File: src/rtl/i2c_mem_pkg.sv
package i2c_mem_pkg;
  typedef enum logic [2:0] {
    ST_IDLE,
    ST_SEL,
    ST_AHI,
    ST_ALO,
    ST_WR,
    ST_RD,
    ST_RACK
  } ph_e;

  localparam logic [3:0] TYPE_CODE = 4'b1010;
endpackage

File: src/rtl/i2c_bus_sync.sv
module i2c_bus_sync #(
  parameter int STAGES = 2
) (
  input  logic clk_i,
  input  logic rst_ni,
  input  logic scl_i,
  input  logic sda_i,
  output logic sda_o,
  output logic scl_rise_o,
  output logic scl_fall_o,
  output logic start_o,
  output logic stop_o
);
  localparam int LAST = STAGES - 1;

  logic [STAGES-1:0] scl_sr, sda_sr;
  logic scl_p, sda_p;

  always_ff @(posedge clk_i or negedge rst_ni) begin
    if (!rst_ni) begin
      scl_sr <= '1;
      sda_sr <= '1;
      scl_p  <= 1'b1;
      sda_p  <= 1'b1;
    end else begin
      scl_sr <= {scl_sr[STAGES-2:0], scl_i};
      sda_sr <= {sda_sr[STAGES-2:0], sda_i};
      scl_p  <= scl_sr[LAST];
      sda_p  <= sda_sr[LAST];
    end
  end

  assign sda_o      = sda_sr[LAST];
  assign scl_rise_o = scl_sr[LAST] & ~scl_p;
  assign scl_fall_o = ~scl_sr[LAST] & scl_p;
  assign start_o    = scl_sr[LAST] & scl_p & sda_p & ~sda_sr[LAST];
  assign stop_o     = scl_sr[LAST] & scl_p & ~sda_p & sda_sr[LAST];
endmodule

File: src/rtl/i2c_mem_fsm.sv
module i2c_mem_fsm
  import i2c_mem_pkg::*;
#(
  parameter int ADDR_W = 12
) (
  input  logic              clk_i,
  input  logic              rst_ni,
  input  logic              sda_i,
  input  logic              scl_rise_i,
  input  logic              scl_fall_i,
  input  logic              start_i,
  input  logic              stop_i,
  input  logic [2:0]        chip_en_i,
  input  logic              wp_i,
  input  logic              busy_i,
  input  logic [7:0]        mem_rdata_i,
  output logic              sda_pull_o,
  output logic [ADDR_W-1:0] mem_addr_o,
  output logic [7:0]        mem_wdata_o,
  output logic              mem_we_o,
  output ph_e               st_o
);
  localparam logic [3:0] BIT_LAST = 4'd8;
  localparam logic [3:0] ACK_SLOT = 4'd9;

  ph_e               st_q, nxt_q;
  logic [3:0]        cnt_q;
  logic [7:0]        rx_q, tx_q, ahi_q;
  logic [ADDR_W-1:0] addr_q;
  logic              wp_q, pull_q, mack_q;
  logic              sel_ok, byte_end, ack_end;

  assign sel_ok   = (rx_q[7:4] == TYPE_CODE) && (rx_q[3:1] == chip_en_i) && !busy_i;
  assign byte_end = scl_fall_i && (cnt_q == BIT_LAST);
  assign ack_end  = scl_fall_i && (cnt_q == ACK_SLOT);

  always_ff @(posedge clk_i or negedge rst_ni) begin
    if (!rst_ni) begin
      st_q   <= ST_IDLE;
      nxt_q  <= ST_IDLE;
      cnt_q  <= '0;
      rx_q   <= '0;
      tx_q   <= '0;
      ahi_q  <= '0;
      addr_q <= '0;
      wp_q   <= 1'b0;
      pull_q <= 1'b0;
      mack_q <= 1'b0;
    end else if (start_i) begin
      st_q   <= ST_SEL;
      cnt_q  <= '0;
      pull_q <= 1'b0;
      mack_q <= 1'b0;
      wp_q   <= wp_i;
    end else if (stop_i) begin
      st_q   <= ST_IDLE;
      cnt_q  <= '0;
      pull_q <= 1'b0;
      mack_q <= 1'b0;
    end else begin
      // protect window spans select and both address bytes
      if (st_q == ST_SEL || st_q == ST_AHI || st_q == ST_ALO) wp_q <= wp_q | wp_i;
      unique case (st_q)
        ST_SEL, ST_AHI, ST_ALO, ST_WR: begin
          if (scl_rise_i && cnt_q < BIT_LAST) begin
            rx_q  <= {rx_q[6:0], sda_i};
            cnt_q <= cnt_q + 4'd1;
          end else if (byte_end) begin
            cnt_q <= ACK_SLOT;
            unique case (st_q)
              ST_SEL: begin
                if (sel_ok) begin
                  pull_q <= 1'b1;
                  nxt_q  <= rx_q[0] ? ST_RD : ST_AHI;
                end else begin
                  st_q <= ST_IDLE;
                end
              end
              ST_AHI: begin
                pull_q <= 1'b1;
                ahi_q  <= rx_q;
                nxt_q  <= ST_ALO;
              end
              ST_ALO: begin
                pull_q <= 1'b1;
                addr_q <= ADDR_W'({ahi_q, rx_q});
                nxt_q  <= ST_WR;
              end
              default: begin
                nxt_q <= ST_WR;
                if (!wp_q) begin
                  pull_q <= 1'b1;
                  addr_q <= addr_q + ADDR_W'(1);
                end
              end
            endcase
          end else if (ack_end) begin
            cnt_q  <= '0;
            st_q   <= nxt_q;
            pull_q <= 1'b0;
            if (nxt_q == ST_RD) begin
              tx_q   <= mem_rdata_i;
              pull_q <= ~mem_rdata_i[7];
              addr_q <= addr_q + ADDR_W'(1);
            end
          end
        end
        ST_RD: begin
          if (scl_rise_i) begin
            cnt_q <= cnt_q + 4'd1;
          end else if (scl_fall_i) begin
            if (cnt_q == BIT_LAST) begin
              pull_q <= 1'b0;
              st_q   <= ST_RACK;
            end else begin
              tx_q   <= {tx_q[6:0], 1'b0};
              pull_q <= ~tx_q[6];
            end
          end
        end
        ST_RACK: begin
          if (scl_rise_i) begin
            if (sda_i) st_q <= ST_IDLE;
            else       mack_q <= 1'b1;
          end else if (scl_fall_i && mack_q) begin
            mack_q <= 1'b0;
            cnt_q  <= '0;
            st_q   <= ST_RD;
            tx_q   <= mem_rdata_i;
            pull_q <= ~mem_rdata_i[7];
            addr_q <= addr_q + ADDR_W'(1);
          end
        end
        default: ;
      endcase
    end
  end

  assign mem_we_o    = (st_q == ST_WR) && byte_end && !wp_q;
  assign mem_wdata_o = rx_q;
  assign mem_addr_o  = addr_q;
  assign sda_pull_o  = pull_q;
  assign st_o        = st_q;
endmodule

File: src/rtl/i2c_mem_slave.sv
module i2c_mem_slave
  import i2c_mem_pkg::*;
#(
  parameter int ADDR_W      = 12,
  parameter int SYNC_STAGES = 2
) (
  input  logic              clk_i,
  input  logic              rst_ni,
  input  logic              scl_i,
  input  logic              sda_i,
  output logic              sda_pull_o,
  input  logic [2:0]        chip_en_i,
  input  logic              wp_i,
  input  logic              busy_i,
  output logic [ADDR_W-1:0] mem_addr_o,
  output logic [7:0]        mem_wdata_o,
  output logic              mem_we_o,
  input  logic [7:0]        mem_rdata_i
);
  logic sda_s, scl_rise, scl_fall, start_evt, stop_evt;
  ph_e  fsm_st;

  i2c_bus_sync #(.STAGES(SYNC_STAGES)) u_sync (
    .clk_i      (clk_i),
    .rst_ni     (rst_ni),
    .scl_i      (scl_i),
    .sda_i      (sda_i),
    .sda_o      (sda_s),
    .scl_rise_o (scl_rise),
    .scl_fall_o (scl_fall),
    .start_o    (start_evt),
    .stop_o     (stop_evt)
  );

  i2c_mem_fsm #(.ADDR_W(ADDR_W)) u_fsm (
    .clk_i       (clk_i),
    .rst_ni      (rst_ni),
    .sda_i       (sda_s),
    .scl_rise_i  (scl_rise),
    .scl_fall_i  (scl_fall),
    .start_i     (start_evt),
    .stop_i      (stop_evt),
    .chip_en_i   (chip_en_i),
    .wp_i        (wp_i),
    .busy_i      (busy_i),
    .mem_rdata_i (mem_rdata_i),
    .sda_pull_o  (sda_pull_o),
    .mem_addr_o  (mem_addr_o),
    .mem_wdata_o (mem_wdata_o),
    .mem_we_o    (mem_we_o),
    .st_o        (fsm_st)
  );
endmodule

File: config.mk
export PLATFORM = sky130hd
export DESIGN_NAME = i2c_mem_slave
export DESIGN_NICKNAME = d
export VERILOG_FILES = /design/src/rtl/i2c_mem_pkg.sv /design/src/rtl/i2c_bus_sync.sv /design/src/rtl/i2c_mem_fsm.sv /design/src/rtl/i2c_mem_slave.sv
export SDC_FILE = /design/constraint.sdc
export NUM_CORES = 1
export LEC_CHECK = 0
export BUFFER_PORTS_ARGS = -buffer_cell sky130_fd_sc_hd__buf_2
export CORE_AREA = 2 2 144 76
export DETAILED_ROUTE_END_ITERATION = 8
export DIE_AREA = 0 0 146 78
export PLACE_DENSITY = 0.57
export SLEW_MARGIN = 30
export SYNTH_ARGS = -nofsm -noshare
export SYNTH_HDL_FRONTEND = slang
export SYNTH_SLANG_ARGS = --single-unit
File: constraint.sdc
create_clock -name clk_i -period 1.8 [get_ports clk_i]
set_input_delay 0.27 -clock clk_i [delete_from_list [all_inputs] [get_ports clk_i]]
set_output_delay 0.27 -clock clk_i [all_outputs]
set_load 0.02 [all_outputs]
==> metrics list <==
- Clock latency on the worst-skew pair, taken at its later pin, is 0.30 ns.
- Post-route DRC: 0
- Reg2reg end: u_fsm.cnt_q[2]
* Post-synth EDFFs: 0
* All-layer global routing usage: 0.160
* IO Pins: 39
* WHS: -0.0228 ns
* Number of vias per cell after detailed routing: 4.89
- Summed over all cells, the static leakage comes to 2.09 nW.
* Overflow left after global routing: 0
- After layout, the worst setup slack is -0.154 ns.
- After technology mapping, the gate count stands at 318.
* Crit path kind: reg -> reg
- Area of the placeable core: 0.0100 mm²
- The flow ran to the end, but the final reports show violations.
- Across all layers, the routed design uses 2861 vias.
- After clock tree synthesis, the clock-pin slew on the worst setup and hold paths is 0.07 ns.
- Headroom to the max-slew limit came out at 0.590.
* Adder-cell area share of the yosys netlist: 0.0207
* Y dimension of the die: 78 µm
- Register-to-register setup slack: -0.15 ns
- After synthesis, the share of flip-flops with an asynchronous set or reset is 1.00.
- The filler cells instantiated in the layout total 1019.
- Summed over all layers, the routed wires come to 9030 µm.
- Slowest cell on the critical path: dfstp_2
- The via count of the first global-routing pass is 2869.
- The final reports fail on hold timing, setup timing.
- Count of nets left with antenna violations after detail routing: 0
- Multi-input gate area in the final layout: 0.00187 mm²
- The number of nets handed over by synthesis was 339.
- Share of the cycle needed by the critical path after routing: 1.09
- After the last flow step, the layout net total stands at 465.
- Initial cell density of the core: 0.296
- Fraction of final layout cells with drive strength greater than 1: 0.488
- No sink is reached through more buffers than the 2 on the longest clock path.
- Number of cells traversed by the worst register-to-register path: 7
* Post-Syn Area: 0.00296 mm²
* Area of all placed cells without fillers: 0.00450 mm²
* Total Die Area: 0.0114 mm²
- TritonCTS created 5 clock buffers.
- Critical Path, Cell by Cell: nor3b_2 -> buf_4 -> a31oi_4 -> maj3_2 -> o21ai_4 -> o21ai_1 -> a22o_1
* Clock root buffer: clkbuf_16
* Type of the most critical hold path: in -> async
- Of the total synthesized cell area, the portion taken by AND, OR, NAND and NOR gates is 0.209.
* Number of I/O port buffers: 38
* Max Clock Freq: 512 MHz
- Distinct cells, synth: 57
- Mean area per synthesized cell: 9.32 µm²
- In this run, the number of DRC markers left after iteration 0 of detailed routing was 140.
- Final hold vios: 16
- Depth of the CTS H-tree: 2
- Setup violations remaining at the end of the flow were counted as 26.
- For the worst setup path, the data required time is 1.98 ns.
* Unrepaired setup endpoints after global routing: yes
- Compound-gate portion of the synthesized area: 0.212
- The initial antenna violation count was 0.
* TritonRoute pass-1 iters: 4
* Post-synthesis sequential element count: 50
- Main combinational cell family by area after synthesis: compound AO/OA/AOI/OAI gates
- Area used by sequential logic in the layout: 0.00126 mm²
* Mux cell area share after synthesis: 0.0802
- Crit end category: register
* TritonCTS clock tree: yes
- Entering global routing, the biggest net connects 25 pins.
* Xor-xnor portion of the synthesized cell area: 0.0148
* TritonCTS Sinks: 50
- The worst register-to-register path begins at u_sync.scl_sr[1].
- After floorplanning, the core was divided into 26 placement rows.
- Slew Viols, Final: 0
* CP arrival: 2.14 ns
* Delay contributed by the slowest stage of the critical path: 0.62 ns
- Crit start category: register
- Across the run, the number of max-cap violations was 0.
* Synth Flop Type: dfrtp_1
- Synthesis Warnings: 0
* PD cells: 1420 mW/mm²
* Transition time at the pin with the least slew margin: 0.615 ns
- Area added between synthesis and finish: 51.8%
- Time the final worst path needs with I/O delays and setup: 1.95 ns
* Width of the die: 146 µm
- Share of the yosys chip area belonging to registers: 0.425
* Clock tree skew after final layout: 0.00848 ns
- The first global-routing pass estimated 14500 µm of wire.
* N_diodes: 0
* Max FO, Critical Path: 7
- Worst supply voltage drop on vdd: 0.567 mV
* Placer congestion estimate: 0.862
- Detailed placement finished with a half-perimeter wire length of 6480 µm.
- Instance area at placement: 0.00390 mm²
- Routed length per instance: 15.4 µm
## cell usage after synthesis (2+ instances only)
master / n / share of area
a211oi_1: 3 / 0.0076
a21oi_1: 21 / 0.035
a31oi_1: 11 / 0.023
a41oi_1: 2 / 0.0059
and3_1: 5 / 0.011
buf_2: 9 / 0.015
buf_6: 2 / 0.0076
clkbuf_1: 5 / 0.0063
dfrtp_1: 44 / 0.37
dfstp_2: 6 / 0.053
ha_1: 4 / 0.017
inv_1: 7 / 0.0089
mux2_2: 14 / 0.053
mux2i_1: 8 / 0.027
nand2_1: 29 / 0.037
nand2b_1: 4 / 0.0084
nand3_1: 12 / 0.020
nand3b_1: 7 / 0.018
nand4_1: 3 / 0.0063
nor2_1: 30 / 0.038
nor2b_1: 7 / 0.015
nor3_1: 2 / 0.0034
nor3b_1: 4 / 0.010
o211ai_1: 5 / 0.013
o21ai_0: 22 / 0.037
o21ai_1: 5 / 0.0084
o22a_1: 9 / 0.027
o22ai_1: 3 / 0.0063
or2_2: 2 / 0.0042
or3_1: 3 / 0.0063
xor2_1: 4 / 0.012
## routing by layer
layer  global-route usage  wire [µm]  up-vias
li1                     -          -     1424
met1                0.213       4400     1373
met2                0.265       4150       51
met3               0.0347        331       13
met4               0.0427        142        0
met5                    0          0        -
## power breakdown
part	internal [W]	switching, W
combinational	0.00177	0.00176
sequential	0.00143	0.000287
clock	0.000700	0.000451
## area by class of cell
type                       instances  area share
clock buffer                       6      0.0309
clock inverter                     2     0.00862
inverter                           7     0.00584
multi-input combinational        246       0.416
sequential                        50       0.280
tap                              140      0.0389
timing repair buffer             134       0.219
## flip-flops by register name (all words and copies together) (netlist names), 2 cells and up
register           cells
u_fsm.mem_addr_o      12
u_fsm.mem_wdata_o      8
u_fsm.tx_q             7
u_fsm.ahi_q            4
u_fsm.cnt_q            4
u_fsm.nxt_q            3
u_fsm.st_o             3
u_sync.scl_sr          2
u_sync.sda_sr          2
## cells by family (layout without fill, tap and decap cells)
kind of cell               Yosys count  count (layout)
DFF                                 50              50
AOI/OAI and AO/OA                   95              95
xor gates and xnor gates             5               5
buffers and inverters               24             149
adders and majority gates            5               5
and+or+nand+nor                    117             119
muxes                               22              22
## how the worst max path moves through the flow
| stage | from | endpoint | depth (start not counted) |
|---|---|---|---|
| final | u_sync.scl_sr[1] | u_fsm.cnt_q[2] | 7 |
| after global routing | u_sync.scl_sr[1] | u_fsm.cnt_q[2] | 7 |
| after CTS | u_sync.scl_sr[1] | u_fsm.cnt_q[2] | 7 |
| after detailed placement | u_sync.scl_p | u_fsm.sda_pull_o | 8 |
| after global placement | u_sync.scl_p | u_fsm.sda_pull_o | 8 |
| after floorplan | u_sync.sda_sr[1] | u_fsm.st_o[0] | 7 |
## repair_timing
item,4_1_cts,5_1_grt
endpoints found under the setup margin,34,35
buffers inserted,9,5
resized for setup,44,31
gates cloned,1,1
endpoints found under the hold margin,0,0
hold buffers,0,0
pin swaps,18,15
## cells in the final DEF (no fill, tap or decap), types with 6 or more instances in the layout
master / count
a21oi_1: 15
a21oi_2: 6
a31oi_1: 10
buf_2: 37
buf_4: 81
buf_6: 14
dfrtp_1: 43
dfstp_2: 6
mux2_2: 8
mux2_4: 6
mux2i_1: 8
nand2_1: 26
nand3_1: 8
nand3b_1: 7
nor2_1: 26
o21ai_0: 18
o21ai_1: 8
o22a_1: 9
## worst max-delay path, delay by kind of cell, from the launching register on
| family | cells | cell delay [ns] |
|---|---|---|
| flops | 1 | 0.62 |
| compound gates | 4 | 0.49 |
| fa+ha+maj | 1 | 0.37 |
| simple gates | 1 | 0.18 |
| buf+inv | 1 | 0.17 |
## per-stage QoR
step / utilization / setup WS, ns / total power (W) / setup TNS (ns) / instances
after floorplan: - / -0.0779 / 0.00339 / -0.284 / 318
after global placement: 0.389 / -0.204 / 0.00472 / -3.71 / 561
after detailed placement: 0.389 / -0.220 / 0.00474 / -4.94 / 561
after CTS: 0.431 / -0.156 / 0.00625 / -2.39 / 579
after global routing: 0.449 / -0.230 / 0.00682 / -4.23 / 585
final: 0.449 / -0.154 / 0.00640 / -1.75 / 585
(Power assumes the default switching activity.)
